--- config.mk ---
export PLATFORM = sky130hd
export DESIGN_NAME = divn_counter
export DESIGN_NICKNAME = d
export VERILOG_FILES = /design/src/rtl/divn_pkg.sv /design/src/rtl/divn_digit.sv /design/src/rtl/divn_load.sv /design/src/rtl/divn_term.sv /design/src/rtl/divn_counter.sv
export SDC_FILE = /design/constraint.sdc
export NUM_CORES = 1
export LEC_CHECK = 0
export ABC_AREA = 1
export ABC_CLOCK_PERIOD_IN_PS = 1400
export BUFFER_PORTS_ARGS = -buffer_cell sky130_fd_sc_hd__clkbuf_2
export CORE_AREA = 2 2 41 43
export DETAILED_ROUTE_END_ITERATION = 12
export DIE_AREA = 0 0 43 45
export HOLD_SLACK_MARGIN = 0.15
export PLACE_DENSITY = 0.73
export SKIP_CTS_REPAIR_TIMING = 1
export SLEW_MARGIN = 0
export SYNTH_ARGS = -nofsm -noshare
export SYNTH_HDL_FRONTEND = slang
export SYNTH_SLANG_ARGS = --single-unit
--- constraint.sdc ---
create_clock -name clk -period 1.4 [get_ports clk]
set_input_delay 0.35 -clock clk [delete_from_list [all_inputs] [get_ports clk]]
set_output_delay 0.35 -clock clk [all_outputs]
set_load 0.01 [all_outputs]
--- src/rtl/divn_pkg.sv ---
package divn_pkg;
  // Counting mode of one digit.
  typedef enum logic {
    CNT_BIN = 1'b0,
    CNT_DEC = 1'b1
  } cnt_mode_e;

  // Highest value a decimal digit may hold.
  localparam int unsigned DEC_TOP = 9;
endpackage

--- src/rtl/divn_digit.sv ---
module divn_digit
  import divn_pkg::*;
#(
  parameter int DIGIT_W = 4
) (
  input  logic               clk,
  input  logic               dec_mode,
  input  logic               load,
  input  logic [DIGIT_W-1:0] load_val,
  input  logic               borrow_in,
  output logic [DIGIT_W-1:0] q,
  output logic [DIGIT_W-1:0] q_next,
  output logic               borrow_out
);
  localparam logic [DIGIT_W-1:0] BIN_TOP = {DIGIT_W{1'b1}};
  localparam logic [DIGIT_W-1:0] DEC_MAX = DIGIT_W'(DEC_TOP);

  cnt_mode_e          mode;
  logic [DIGIT_W-1:0] wrap_val;
  logic               at_zero;

  assign mode       = cnt_mode_e'(dec_mode);
  assign wrap_val   = (mode == CNT_DEC) ? DEC_MAX : BIN_TOP;
  assign at_zero    = (q == '0);
  assign borrow_out = borrow_in & at_zero;

  always_comb begin
    if (load)
      q_next = load_val;
    else if (borrow_in)
      q_next = at_zero ? wrap_val : (q - DIGIT_W'(1));
    else
      q_next = q;
  end

  always_ff @(posedge clk) begin
    q <= q_next;
  end
endmodule

--- src/rtl/divn_load.sv ---
module divn_load
  import divn_pkg::*;
#(
  parameter int DIGIT_W    = 4,
  parameter int NUM_DIGITS = 2,
  localparam int CNT_W     = DIGIT_W * NUM_DIGITS
) (
  input  logic [CNT_W-1:0]      preset,
  input  logic [NUM_DIGITS-1:0] digit_dec,
  input  logic                  cascade_en,
  output logic [CNT_W-1:0]      load_val
);
  localparam logic [DIGIT_W-1:0] DEC_MAX = DIGIT_W'(DEC_TOP);

  logic [CNT_W-1:0] clamped;
  logic             force_max;

  for (genvar i = 0; i < NUM_DIGITS; i++) begin : g_clamp
    logic [DIGIT_W-1:0] raw;
    assign raw = preset[i*DIGIT_W +: DIGIT_W];
    assign clamped[i*DIGIT_W +: DIGIT_W] =
      (digit_dec[i] && (raw > DEC_MAX)) ? DEC_MAX : raw;
  end

  // An all-zero load wraps through every state: the maximum modulus.
  assign force_max = !cascade_en || (preset == '0);
  assign load_val  = force_max ? '0 : clamped;
endmodule

--- src/rtl/divn_term.sv ---
module divn_term #(
  parameter int CNT_W = 8
) (
  input  logic             clk,
  input  logic             rst,
  input  logic [CNT_W-1:0] cnt_next,
  output logic             term
);
  always_ff @(posedge clk) begin
    if (rst)
      term <= 1'b0;
    else
      term <= (cnt_next == CNT_W'(1));
  end
endmodule

--- src/rtl/divn_counter.sv ---
module divn_counter #(
  parameter int DIGIT_W    = 4,
  parameter int NUM_DIGITS = 2,
  localparam int CNT_W     = DIGIT_W * NUM_DIGITS
) (
  input  logic                  clk,
  input  logic                  rst,
  input  logic [CNT_W-1:0]      preset,
  input  logic [NUM_DIGITS-1:0] digit_dec,
  input  logic                  cascade_en,
  output logic                  zero_pulse,
  output logic                  msb_out
);
  logic [CNT_W-1:0]    load_val;
  logic [CNT_W-1:0]    cnt;
  logic [CNT_W-1:0]    cnt_next;
  logic [NUM_DIGITS:0] borrow;
  logic                reload;

  divn_load #(.DIGIT_W(DIGIT_W), .NUM_DIGITS(NUM_DIGITS)) u_load (
    .preset     (preset),
    .digit_dec  (digit_dec),
    .cascade_en (cascade_en),
    .load_val   (load_val)
  );

  // Reload at the edge that ends the count-of-one cycle, or on reset.
  assign reload    = rst | zero_pulse;
  assign borrow[0] = 1'b1;

  for (genvar i = 0; i < NUM_DIGITS; i++) begin : g_digit
    divn_digit #(.DIGIT_W(DIGIT_W)) u_digit (
      .clk        (clk),
      .dec_mode   (digit_dec[i]),
      .load       (reload),
      .load_val   (load_val[i*DIGIT_W +: DIGIT_W]),
      .borrow_in  (borrow[i]),
      .q          (cnt[i*DIGIT_W +: DIGIT_W]),
      .q_next     (cnt_next[i*DIGIT_W +: DIGIT_W]),
      .borrow_out (borrow[i+1])
    );
  end

  divn_term #(.CNT_W(CNT_W)) u_term (
    .clk      (clk),
    .rst      (rst),
    .cnt_next (cnt_next),
    .term     (zero_pulse)
  );

  assign msb_out = cnt[CNT_W-1];
endmodule

==> flow_summary.json, run 1 <==
{
  "status": "finished clean",
  "final_max_slew_viol_count": 0,
  "dieHeight_microns": 45,
  "vdd.ir_drop.worst_v": 0.000594,
  "io_buffers": 14,
  "routed.top_layer": "met4",
  "netlist_top_cells_area": "dfxtp_1, nand2_1, inv_1",
  "ant_nets": 0,
  "hpwl_mm": 1.33,
  "synth_ff_type": "dfxtp_1",
  "synth_commonest_cells": "nand2_1, inv_1, nor2_1",
  "setup_ws_ns": 0.00134,
  "postRouteWirelength_mm": 1.74,
  "synth_largest_area_cell": "dfxtp_1",
  "max_stage_delay_ns": 0.32,
  "ys_seq_area_share_pct": 24.8,
  "cp_top_family": "simple AND/OR/NAND/NOR gates",
  "die_area_sq_um": 1940,
  "period_minus_slack_ns": 1.40,
  "drcViolationCount": 0,
  "fmax_mhz": 715,
  "crit_top_cell": "nand2_2",
  "multi_input_area_sq_um": 495,
  "setup_violations": 0,
  "core-area_sq_um": 1470,
  "worst_pin_slew_ns": 0.251,
  "crit_path_end_kind": "flop",
  "syn_inst": 123,
  "met1_length_microns": 742,
  "drive_gt1_share_pct": 35.1,
  "nets": 164,
  "grt_pass1_vias": 715,
  "hp-class": "input port to flop",
  "path_cells": "inv_2, ha_4, inv_1, nor2_4, nand2_2, nand2_2, nand3_2, nand2_2, nand2_2, nor2_1, nand2_1, nor2_2",
  "post_drt_wl_per_cell_microns": 10.6,
  "route.met3.wl_microns": 59,
  "antenna_cells": 0,
  "rsz0062_at_grt": "yes",
  "regArea_sq_um": 183,
  "worst-path-max-fanout": 4,
  "critPathLaunchType": "flop",
  "cts.clk_slew.worst_paths_ns": 0.06,
  "area_delta_synth_final_pct": 29.8,
  "grt_max_degree": 10,
  "yosys.area.top_type_share_pct": 24.8,
  "worstPathArrival_ns": 1.59,
  "path_class": "flop to flop",
  "async_flop_share_pct": 0,
  "fin_skew_ns": 0.00172,
  "syn_area_per_cell_sq_um": 5.91,
  "fillers": 135,
  "worstSkewPairLatency_ns": 0.25,
  "cts_tree": "done",
  "routed_via_density": 5.02,
  "hold_viol": 0,
  "synthDistinctLibCells": 19,
  "path_buf_inv": 2,
  "wl_met2_microns": 893,
  "num_rows": 14,
  "antenna_found_initial": 0,
  "cts_buffers": 3,
  "htreeDepth": 1,
  "leakage_nw": 0.527,
  "synth_edf_count": 0,
  "grt_usage_pct": 19.5,
  "hp-start": "preset[3]",
  "period_share_pct": 99.9,
  "vias": 824,
  "slew_headroom_pct": 83.2,
  "startpoint": "g_digit[1].u_digit.q[0]$_DFF_P_",
  "place_congestion": 0.844,
  "slowest_stage": "dfxtp_2",
  "clock_path_buffers": 2,
  "globalRouteOverflowTotal": 0,
  "cts_root_buf": "clkbuf_4",
  "firstDrtPassIters": 4,
  "grt_pass1_wl_mm": 2.79,
  "synth_seq_cells": 9,
  "hold_ws_ns": 0.389,
  "cts_sinks": 9,
  "critPathRequiredTime_ns": 1.59,
  "synth_warnings": 0,
  "drtIter0Drc": 23,
  "worst_r2r_startpoint": "g_digit[1].u_digit.q[0]$_DFF_P_",
  "power_density_nw_per_um2": 1410,
  "place_ws_ns": -0.0308,
  "io_pins": 15,
  "synth_area_sq_um": 727,
  "setup_tns_ns": 0,
  "cap_violations": 0,
  "die_w_microns": 43,
  "yosysMostFrequentCell": "nand2_1",
  "synth_nets": 138,
  "initial_utilization_pct": 49.4
}
==> layout by cell type (no fill, tap or decap), types with 4 or more instances in the layout <==
cell type / instances
nand3_2: 4
nand4_1: 4
a21oi_1: 4
inv_2: 5
nand3_1: 8
nand2_1: 32
dfxtp_1: 7
buf_4: 7
nand2_2: 9
inv_1: 18
clkbuf_2: 14
nor2_1: 17
==> kinds of logic (layout without fill, tap and decap cells) <==
| group | count (synthesis) | in the layout | synth area share [%] |
|---|---|---|---|
| compound gates | 6 | 6 | 4.99 |
| xor+xnor | 1 | 1 | 1.21 |
| buf+inv | 25 | 50 | 13.3 |
| simple gates | 80 | 80 | 52.3 |
| flops | 9 | 9 | 24.8 |
| fa+ha+maj | 2 | 2 | 3.44 |
==> where the power goes <==
group	total [mW]	internal, mW	leakage (nW)	switching (mW)
Sequential	0.387	0.332	0.0755	0.0552
Clock	0.192	0.109	0.0150	0.0831
Combinational	0.754	0.317	0.436	0.437
==> per-layer routing <==
metal / vias up / track usage, %
li1: 432 / -
met3: 6 / 2.80
met1: 361 / 21.6
met5: - / 0
met2: 25 / 35.8
met4: 0 / 10.9
==> final cells by class <==
cell class / count / area share [%]
sequential: 9 / 19.4
timing repair buffer: 21 / 13.0
inverter: 25 / 10.2
multi-input combinational: 89 / 52.5
tap: 16 / 2.12
clock buffer: 4 / 2.79
==> worst register-to-register path: cells and delay by family (launching register included) <==
kind | cells | cell delay (ns)
adders and majority gates | 1 | 0.13
DFF | 1 | 0.32
buffers and inverters | 2 | 0.14
and+or+nand+nor | 9 | 0.73
==> through the flow <==
step	cells	power [mW]	util (%)	cell area, sq um
floorplan	123	0.817	-	727
global placement	157	0.960	57.6	847
detailed placement	157	0.979	57.6	847
CTS	161	1.17	59.4	873
global route	164	1.43	64.1	943
finish	164	1.33	64.1	943
==> state kept, by name, indices dropped and copies added (netlist names) <==
| signal | flops |
|---|---|
| g_digit.u_digit.q | 8 |
| u_term.term | 1 |
==> worst paths after layout <==
| path | to | slack (ns) | depth (start not counted) |
|---|---|---|---|
| worst max-delay path | u_term.term$_SDFF_PP0_ | 0.001 | 12 |
| worst min-delay path | g_digit[0].u_digit.q[3]$_DFF_P_ | 0.39 | 3 |
| worst max register to register | u_term.term$_SDFF_PP0_ | 0.001 | 12 |
| worst min register to register | g_digit[1].u_digit.q[0]$_DFF_P_ | 0.57 | 3 |
Power figures use the tool's default switching activity.
==> run 2: changes to the inputs <==
--- a/config.mk
+++ b/config.mk
@@ -8,9 +8,10 @@
 export ABC_AREA = 1
 export ABC_CLOCK_PERIOD_IN_PS = 1400
 export BUFFER_PORTS_ARGS = -buffer_cell sky130_fd_sc_hd__clkbuf_2
-export CORE_AREA = 2 2 41 43
+export CORE_AREA = 5 5 44 46
+export CTS_CLUSTER_SIZE = 30
 export DETAILED_ROUTE_END_ITERATION = 12
-export DIE_AREA = 0 0 43 45
+export DIE_AREA = 0 0 49 51
 export HOLD_SLACK_MARGIN = 0.15
 export PLACE_DENSITY = 0.73
 export SKIP_CTS_REPAIR_TIMING = 1
==> run 2 against run 1 <==
  * The run now ends with negative setup slack left
  * Core utilization up 0.17 points
  * Hold slack better by 0.018 ns
  * Die area up 29%
  * Sequential share of layout area down 0.18 points
  * Final cell count unchanged
  * Final area up 0.27%
  * Sequential cell count unchanged
  * Clock skew down 0.0012 ns
  * Sequential power about the same
  * Critical endpoint unchanged
==> flow_summary.json, run 2 (synthesis gave the netlist of run 1 again) <==
{
  "status": "finished, violations left",
  "failed_checks": "negative setup slack",
  "hold_viol": 0,
  "fin_skew_ns": 0.000527,
  "reg2reg_to": "u_term.term$_SDFF_PP0_",
  "postRouteWirelength_mm": 1.69,
  "leakage_nw": 0.528,
  "fin_cells": 164,
  "firstDrtPassIters": 4,
  "swShare_pct": 42.1,
  "cts_tree": "done",
  "path_class": "flop to flop",
  "routed_via_density": 4.96,
  "p_switching_mw": 0.553,
  "worst_r2r_startpoint": "g_digit[0].u_digit.q[0]$_DFF_P_",
  "intPower_mw": 0.760,
  "period_share_pct": 100,
  "cts_sinks": 9,
  "power_density_nw_per_um2": 1390,
  "vdd.ir_drop.worst_v": 0.000599,
  "cts_root_buf": "clkbuf_4",
  "drtIter0Drc": 11,
  "initial_utilization_pct": 49.4,
  "post_drt_wl_per_cell_microns": 10.3,
  "p_comb_share_pct": 55.7,
  "worst_pin_slew_ns": 0.255,
  "final_common_cell": "nand2_1",
  "worstSkewPairLatency_ns": 0.26,
  "antenna_cells": 0,
  "fmax_mhz": 712,
  "cts_buffers": 3,
  "cts.clk_slew.worst_paths_ns": 0.06,
  "holdPathEnd": "g_digit[0].u_digit.q[3]$_DFF_P_",
  "vias": 814,
  "globalRouteOverflowTotal": 0,
  "htreeDepth": 1,
  "final_cell_mix": "nand2_1, inv_1, nor2_1, clkbuf_2, dfxtp_1",
  "largest_reg_flops": 8,
  "hpwl_mm": 1.35,
  "setup_violations": 1,
  "area_delta_synth_final_pct": 30.1,
  "grt_pass1_wl_mm": 2.66,
  "final_max_slew_viol_count": 0,
  "crit_path_end_kind": "flop",
  "cap_violations": 0,
  "seqPwrFrac_pct": 29.4,
  "die_area_sq_um": 2500,
  "grt_max_degree": 10,
  "place_inst": 157,
  "worst-path-max-fanout": 5,
  "worstPathArrival_ns": 1.61,
  "r2r_cells": 11,
  "place_ws_ns": -0.0628,
  "drcViolationCount": 0,
  "rsz0062_at_grt": "yes",
  "place_area_sq_um": 847,
  "dieHeight_microns": 51,
  "final_area_sq_um": 946,
  "hold_ws_ns": 0.407,
  "final_util_pct": 64.3,
  "antenna_found_initial": 0,
  "nets": 164,
  "die_w_microns": 49,
  "critPathLaunchType": "flop",
  "grt_pass1_vias": 694,
  "setup_ws_ns": -0.00484,
  "hp-class": "input port to flop",
  "drive_gt1_share_pct": 34.5,
  "hold_depth": 3,
  "top_regs": "g_digit.u_digit.q x8, u_term.term x1",
  "place_congestion": 0.851,
  "io_buffers": 14,
  "grt_usage_pct": 13.6,
  "largest-register": "g_digit.u_digit.q",
  "core-area_sq_um": 1470,
  "num_rows": 14,
  "io_pins": 15,
  "clock_path_buffers": 2,
  "slew_headroom_pct": 83.0,
  "hp-start": "preset[3]",
  "critPathRequiredTime_ns": 1.60,
  "power_frac_clock_pct": 14.9,
  "period_minus_slack_ns": 1.40,
  "r2r_slack_ns": -0.005,
  "ant_nets": 0
}
[run 2: worst max-delay path by stage]
stage                                               start                      to  slack, ns
final                     g_digit[0].u_digit.q[0]$_DFF_P_  u_term.term$_SDFF_PP0_     -0.005
after global routing      g_digit[1].u_digit.q[0]$_DFF_P_  u_term.term$_SDFF_PP0_      -0.11
after CTS                 g_digit[0].u_digit.q[0]$_DFF_P_  u_term.term$_SDFF_PP0_      -0.07
after detailed placement  g_digit[0].u_digit.q[0]$_DFF_P_  u_term.term$_SDFF_PP0_      -0.06
after global placement    g_digit[0].u_digit.q[0]$_DFF_P_  u_term.term$_SDFF_PP0_      -0.02
after floorplan           g_digit[0].u_digit.q[0]$_DFF_P_  u_term.term$_SDFF_PP0_       0.13
[run 2: layout make-up]
cell class | count | area, sq um
fill | 128 | 526
tap | 16 | 20.0
inverter | 25 | 96.3
multi-input combinational | 89 | 495
timing repair buffer | 21 | 126
clock buffer | 4 | 26.3
sequential | 9 | 181
[run 2: worst max-delay path, stage by stage, from the launching register on]
cell     delay [ns]
dfxtp_1        0.31
inv_2          0.07
ha_4           0.15
nand2_2        0.08
nor2_4         0.18
buf_6          0.12
nand2_2        0.06
nand3_2        0.07
o21ai_2        0.06
nor2_1         0.08
nand2_1        0.07
nor2_2         0.09
[run 2: routing by layer]
metal,share of wire (%),vias to the layer above,track usage [%]
met5,0,-,0
met2,50,22,23.0
met1,43,355,16.4
met4,2.7,0,9.42
li1,-,432,-
met3,4.4,5,0.872
[run 2: through the flow]
| stage | setup TNS [ns] | total power [mW] |
|---|---|---|
| 4_1_cts | -0.0724 | 1.18 |
| 3_5_place_dp | -0.0628 | 0.985 |
| 3_3_place_gp | -0.0178 | 0.968 |
| 2_1_floorplan | 0 | 0.817 |
| 6_report | -0.00484 | 1.31 |
| 5_1_grt | -0.110 | 1.44 |
[run 2: power groups by stage]
stage | clock [mW] | sequential, mW | combinational [mW]
after global placement | 0 | 0.376 | 0.591
after detailed placement | 0 | 0.377 | 0.609
final | 0.196 | 0.386 | 0.731
after global routing | 0.213 | 0.396 | 0.836
after floorplan | 0 | 0.376 | 0.441
after CTS | 0.200 | 0.371 | 0.612
